===== src/rtl/rxq_pkg.sv =====
package rxq_pkg;
  typedef struct packed {
    logic brk;
    logic fe;
    logic pe;
  } rx_err_t;

  function automatic int unsigned trig_level(input logic [1:0] sel, input int unsigned depth);
    case (sel)
      2'd0:    return 1;
      2'd1:    return depth / 4;
      2'd2:    return depth / 2;
      default: return depth - 2;
    endcase
  endfunction
endpackage


===== src/rtl/rxq_ctrl.sv =====
module rxq_ctrl (
  input  logic       clk_i,
  input  logic       rst_ni,
  input  logic       we_i,
  input  logic [7:0] wdata_i,
  output logic       fifo_mode_o,
  output logic [1:0] trig_sel_o,
  output logic       flush_o,
  output logic [7:0] rdata_o
);
  always_ff @(posedge clk_i or negedge rst_ni) begin
    if (!rst_ni) begin
      fifo_mode_o <= 1'b0;
      trig_sel_o  <= 2'd0;
    end else if (we_i) begin
      fifo_mode_o <= wdata_i[0];
      trig_sel_o  <= wdata_i[7:6];
    end
  end

  // flush bit is a strobe only; a mode change also flushes
  assign flush_o = we_i & (wdata_i[1] | (wdata_i[0] != fifo_mode_o));
  assign rdata_o = {trig_sel_o, 5'b0, fifo_mode_o};
endmodule


===== src/rtl/rxq_store.sv =====
module rxq_store
  import rxq_pkg::*;
#(
  parameter int DW    = 8,
  parameter int DEPTH = 16,
  localparam int AW   = (DEPTH > 1) ? $clog2(DEPTH) : 1,
  localparam int CW   = $clog2(DEPTH + 1)
) (
  input  logic          clk_i,
  input  logic          rst_ni,
  input  logic          fifo_mode_i,
  input  logic          flush_i,
  input  logic          push_i,
  input  logic [DW-1:0] data_i,
  input  rx_err_t       err_i,
  input  logic          pop_i,
  input  logic          stat_rd_i,
  output logic [DW-1:0] head_data_o,
  output rx_err_t       head_err_o,
  output logic [CW-1:0] count_o,
  output logic          overrun_o,
  output logic          err_any_o
);
  logic [DW-1:0] mem_q  [DEPTH];
  rx_err_t       errs_q [DEPTH];
  logic [AW-1:0] wr_q, rd_q;
  logic [CW-1:0] cap;
  logic          full, empty, do_pop, do_push, ovr_set;

  assign cap     = fifo_mode_i ? CW'(DEPTH) : CW'(1);
  assign empty   = (count_o == '0);
  assign full    = (count_o >= cap);
  assign do_pop  = pop_i & ~empty & ~flush_i;
  assign do_push = push_i & (~full | do_pop) & ~flush_i;
  assign ovr_set = push_i & full & ~do_pop & ~flush_i;

  function automatic logic [AW-1:0] nxt(input logic [AW-1:0] p);
    return (p == AW'(DEPTH - 1)) ? '0 : p + AW'(1);
  endfunction

  always_ff @(posedge clk_i or negedge rst_ni) begin
    if (!rst_ni) begin
      wr_q      <= '0;
      rd_q      <= '0;
      count_o   <= '0;
      overrun_o <= 1'b0;
      for (int i = 0; i < DEPTH; i++) errs_q[i] <= '0;
    end else begin
      if (ovr_set)        overrun_o <= 1'b1;
      else if (stat_rd_i) overrun_o <= 1'b0;
      if (flush_i) begin
        wr_q    <= '0;
        rd_q    <= '0;
        count_o <= '0;
        for (int i = 0; i < DEPTH; i++) errs_q[i] <= '0;
      end else begin
        if ((stat_rd_i & ~empty) | do_pop) errs_q[rd_q] <= '0;
        if (do_pop) rd_q <= nxt(rd_q);
        if (do_push) begin
          wr_q         <= nxt(wr_q);
          errs_q[wr_q] <= err_i;  // later assignment wins on slot reuse
        end
        count_o <= count_o + CW'(do_push) - CW'(do_pop);
      end
    end
  end

  always_ff @(posedge clk_i) begin
    if (do_push) mem_q[wr_q] <= data_i;
  end

  always_comb begin
    err_any_o = 1'b0;
    for (int i = 0; i < DEPTH; i++) err_any_o |= |errs_q[i];
  end

  assign head_data_o = empty ? '0 : mem_q[rd_q];
  assign head_err_o  = empty ? '0 : errs_q[rd_q];

  a_r10_no_overflow: assert property (@(posedge clk_i) disable iff (!rst_ni)
    count_o <= cap);
  a_r10_full_push_held: assert property (@(posedge clk_i) disable iff (!rst_ni)
    (push_i && full && !pop_i && !flush_i && fifo_mode_i) |=> (count_o == $past(count_o)) && overrun_o);
  a_r5_flush_empties: assert property (@(posedge clk_i) disable iff (!rst_ni)
    flush_i |=> (count_o == '0) && !err_any_o);
  a_r11_pop_empty: assert property (@(posedge clk_i) disable iff (!rst_ni)
    (pop_i && empty && !push_i) |=> count_o == '0);
endmodule


===== src/rtl/rxq_thresh.sv =====
module rxq_thresh
  import rxq_pkg::*;
#(
  parameter int DEPTH = 16,
  localparam int CW   = $clog2(DEPTH + 1)
) (
  input  logic          fifo_mode_i,
  input  logic [1:0]    sel_i,
  input  logic [CW-1:0] count_i,
  output logic          trig_o
);
  logic [CW-1:0] lvl;
  assign lvl    = fifo_mode_i ? CW'(trig_level(sel_i, DEPTH)) : CW'(1);
  assign trig_o = (count_i >= lvl);
endmodule


===== src/rtl/rx_tag_fifo.sv =====
module rx_tag_fifo
  import rxq_pkg::*;
#(
  parameter int DW    = 8,
  parameter int DEPTH = 16,
  localparam int CW   = $clog2(DEPTH + 1)
) (
  input  logic          clk_i,
  input  logic          rst_ni,
  input  logic          ctl_we_i,
  input  logic [7:0]    ctl_wdata_i,
  output logic [7:0]    ctl_rdata_o,
  output logic          fifo_mode_o,
  input  logic          push_i,
  input  logic [DW-1:0] push_data_i,
  input  logic          push_brk_i,
  input  logic          push_fe_i,
  input  logic          push_pe_i,
  input  logic          pop_i,
  input  logic          stat_rd_i,
  output logic [DW-1:0] head_data_o,
  output logic          head_brk_o,
  output logic          head_fe_o,
  output logic          head_pe_o,
  output logic [CW-1:0] level_o,
  output logic          overrun_o,
  output logic          err_any_o,
  output logic          trig_o
);
  logic       flush;
  logic [1:0] trig_sel;
  rx_err_t    in_err, head_err;

  assign in_err = '{brk: push_brk_i, fe: push_fe_i, pe: push_pe_i};

  rxq_ctrl u_ctrl (
    .clk_i       (clk_i),
    .rst_ni      (rst_ni),
    .we_i        (ctl_we_i),
    .wdata_i     (ctl_wdata_i),
    .fifo_mode_o (fifo_mode_o),
    .trig_sel_o  (trig_sel),
    .flush_o     (flush),
    .rdata_o     (ctl_rdata_o)
  );

  rxq_store #(.DW(DW), .DEPTH(DEPTH)) u_store (
    .clk_i       (clk_i),
    .rst_ni      (rst_ni),
    .fifo_mode_i (fifo_mode_o),
    .flush_i     (flush),
    .push_i      (push_i),
    .data_i      (push_data_i),
    .err_i       (in_err),
    .pop_i       (pop_i),
    .stat_rd_i   (stat_rd_i),
    .head_data_o (head_data_o),
    .head_err_o  (head_err),
    .count_o     (level_o),
    .overrun_o   (overrun_o),
    .err_any_o   (err_any_o)
  );

  rxq_thresh #(.DEPTH(DEPTH)) u_thresh (
    .fifo_mode_i (fifo_mode_o),
    .sel_i       (trig_sel),
    .count_i     (level_o),
    .trig_o      (trig_o)
  );

  assign head_brk_o = head_err.brk;
  assign head_fe_o  = head_err.fe;
  assign head_pe_o  = head_err.pe;

  a_r6_req_needs_data: assert property (@(posedge clk_i) disable iff (!rst_ni)
    trig_o |-> level_o != '0);
  a_r4_mode_change_flush: assert property (@(posedge clk_i) disable iff (!rst_ni)
    (ctl_we_i && (ctl_wdata_i[0] != fifo_mode_o)) |=> level_o == '0);
endmodule


===== config.mk =====
export PLATFORM = sky130hd
export DESIGN_NAME = rx_tag_fifo
export DESIGN_NICKNAME = d
export VERILOG_FILES = /design/src/rtl/rxq_pkg.sv /design/src/rtl/rxq_ctrl.sv /design/src/rtl/rxq_store.sv /design/src/rtl/rxq_thresh.sv /design/src/rtl/rx_tag_fifo.sv
export SDC_FILE = /design/constraint.sdc
export NUM_CORES = 1
export LEC_CHECK = 0
export ABC_AREA = 1
export BUFFER_PORTS_ARGS = -buffer_cell sky130_fd_sc_hd__buf_2
export CAP_MARGIN = 10
export CORE_UTILIZATION = 30
export DETAILED_ROUTE_END_ITERATION = 16
export HOLD_SLACK_MARGIN = 0.1
export PLACE_DENSITY = 0.44
export SYNTH_ARGS = -nofsm -noshare
export SYNTH_HDL_FRONTEND = slang
export SYNTH_SLANG_ARGS = --single-unit

===== constraint.sdc =====
create_clock -name clk_i -period 3.18 [get_ports clk_i]
set_input_delay 0.159 -clock clk_i [delete_from_list [all_inputs] [get_ports clk_i]]
set_output_delay 0.159 -clock clk_i [all_outputs]
set_load 0.005 [all_outputs]

==> metrics.cfg <==
[power_and_ir_drop]
leakagePower_nw = 5.27
p_total_mw = 10.0
cellPowerDensity_nw_per_um2 = 851
peakVddDrop_mv = 0.448

[critical_path]
cp.arrival_ns = 3.20
path_depth = 15
startpoint_type = flop
cp_num_buf_inv = 4
worstPathRequired_ns = 3.52
endpoint_kind = flop
critPathMaxFanout = 5
rr_startpoint = u_store.count_o[3]
r2r_end = u_store.count_o[4]
cp_top_family = adder cells
path_common_cell = inv_1
worst_path_max_delay_cell = dfrtp_1
path_class = reg2reg
ff2ff_path_depth = 15
reg2reg_slack_ns = 0.32
max_stage_delay_ns = 0.44
critical_path.cell_chain = inv_1, ha_1, inv_1, nor2_1, a21boi_2, nand2_4, inv_1, ha_1, inv_1, ha_1, fa_1, a21oi_1, o21ba_2, xor2_1, nor2_1

[global_route]
grtUsageTotal = 0.180
grt_pass1_vias = 8057
antenna_found_initial = 0
grt_pass1_wl_mm = 47.9
overflow = 0
grt_max_degree = 67

[sta]
tns_ns = 0
rsz0062_at_grt = no
final_max_slew_viol_count = 0
finalSetupViolations = 0
finalClockSkew_ns = 0.0158
max_slew.worst_pin.slew_ns = 0.667
post-route-period-util = 0.899
layout_min_cycle_time_ns = 2.86
fin_ws_ns = 0.320
hold_violations = 0
fmax_mhz = 350
fin_hold_ws_ns = 0.119
timing.slew.headroom = 0.554

[cts]
ctsHtreeMaxLevel = 4
clk-insertion-delay-late_ns = 0.46
cts.sinks = 193
cts_buffers = 17
clock-root-buffer = clkbuf_16
cts.path.max_buffers = 2
cts_tree = done
clkSlewWorstSetupHoldPaths_ns = 0.08

[worst_hold_path]
min-delay-start = push_data_i[2]
min_path_cells = 1
hp-class = in2reg
holdPathEnd = u_store.mem_q[1][2]

[logic_synthesis]
synth-seq-cells = 193
synth_cells = 1245
ys_top_cells_by_area = edfxtp_1 (37%), dfrtp_1 (16%), nand2_1 (14%), nor2_1 (7.9%), o21ai_0 (4.3%)
synth_seq_area_share = 0.525
synthesis.area_um2 = 10400
ys_types = 39
syn_area_per_cell_um2 = 8.37
async_reset_ff_frac = 0.337
synth.top_cell.area_share = 0.369
ys_warn_count = 0
yosysMostFrequentCell = nand2_1
synth_top_area_cell = edfxtp_1
synthTopCellsByCount = nand2_1 (378), nor2_1 (220), edfxtp_1 (128)
synth_edf_count = 128
synthFlopType = edfxtp_1

[place]
portBuffers = 43
globalplace.congestion = 0.773
place.detailed.hpwl_mm = 19.9
dp_slack_ns = 0.298

[floorplanning]
io_pins = 53
die_y_um = 188
start_util = 0.308
std_cell_rows = 67
dieArea_um2 = 35500
design.core.area_um2 = 33900
die_w_um = 188

[finish]
antenna_cells = 0
n_fill_cell = 3557
area_growth_pct = 12.9
fin_nets = 1324
drive_gt1_frac = 0.0954

[detailed_routing]
drc = 0
route.detailed.wl_per_inst_um = 17.7
drt-total-wl_mm = 30.8
dr.pass1.iters = 5
viasPerCell = 4.72
detailedRoute.firstIterationViolations = 687
antenna_left = 0
num_vias = 8200

[job]
max-cap-violations = 0

[run_status]
status = complete, no violations

-- layer usage --
metal / track usage / routed length, um
met1: 0.255 / 15500
met2: 0.287 / 14000
met3: 0.0263 / 871
met4: 0.0450 / 429
met5: 0 / 0
-- flip-flops by register name, summed over array words and instances (netlist names) --
| register | cells |
|---|---|
| u_store.overrun_o | 1 |
| u_store.count_o | 5 |
| u_ctrl.trig_sel_o | 2 |
| u_store.wr_q | 4 |
| u_store.mem_q | 128 |
| u_ctrl.fifo_mode_o | 1 |
| u_store.errs_q | 48 |
| u_store.rd_q | 4 |
-- placed cells by master, fill, tap and decap left out, types with 5 or more instances in the layout --
cell             n
nor2_1         220
o21ai_0         90
a31oi_1         12
buf_4           20
clkbuf_16       17
o22ai_1         17
ha_1            22
conb_1           5
inv_1           99
a21oi_1         15
dfrtp_1         63
buf_2           43
o211ai_1        13
nand3b_1        21
edfxtp_1       128
dlygate4sd3_1   11
nor4_1          10
nand4_1         11
nand3_1         40
nand3_4         10
nand2_1        378
-- stage by stage --
stage	utilization	cell area, um^2	cells
6_report	0.347	11800	1737
5_1_grt	0.347	11800	1737
4_1_cts	0.347	11800	1737
3_5_place_dp	0.327	11100	1694
3_3_place_gp	0.327	11100	1694
2_1_floorplan	-	10400	1249
-- worst register-to-register path, delay by kind of cell, from the launching register on --
family | cells | cell delay (ns)
XOR/XNOR | 1 | 0.15
adder cells (fa/ha/maj) | 4 | 1.04
AO/OA/AOI/OAI | 3 | 0.43
AND/OR/NAND/NOR | 3 | 0.37
buffers and inverters | 4 | 0.32
flip-flops | 1 | 0.44
-- area by class of cell --
type                            instances  area [um^2]  area share
Clock inverter                         12          145      0.0123
Timing Repair Buffer                   77          536      0.0455
Tap cell                              448          561      0.0477
Inverter                              104          393      0.0334
Sequential cell                       193         5480       0.465
Multi-Input combinational cell        883         4210       0.358
Clock buffer                           20          447      0.0380
-- worst max path at each step --
stage,startpoint,endpoint
final,u_store.count_o[3],u_store.count_o[4]
after global routing,u_store.count_o[3],u_store.count_o[4]
after CTS,u_ctrl.fifo_mode_o,u_store.mem_q[4][7]
after detailed placement,u_ctrl.fifo_mode_o,u_store.mem_q[4][5]
after global placement,u_ctrl.fifo_mode_o,u_store.mem_q[4][5]
after floorplan,u_store.count_o[3],u_store.count_o[4]
-- report_power, final --
| part | switching, mW | total, mW | internal, mW |
|---|---|---|---|
| Combinational | 2.82 | 4.33 | 1.51 |
| Clock | 1.07 | 2.21 | 1.14 |
| Sequential | 0.405 | 3.48 | 3.07 |
| Total | 4.30 | 10.0 | 5.72 |
-- cells by family after synthesis --
logic type	after synthesis	synth area share
simple gates	698	0.288
flops	193	0.525
buf+inv	173	0.0728
compound gates	152	0.0812
fa+ha+maj	23	0.0283
xor+xnor	3	0.00252
mux	2	0.00216
other cells	1	0.000360
-- what timing repair did --
action                    4_1_cts  5_1_grt
buffers inserted                0        0
hold buffers                   11        0
resized for setup               0        0
hold endpoints to repair       31        0
No activity file was read; power rests on OpenSTA's default activity.
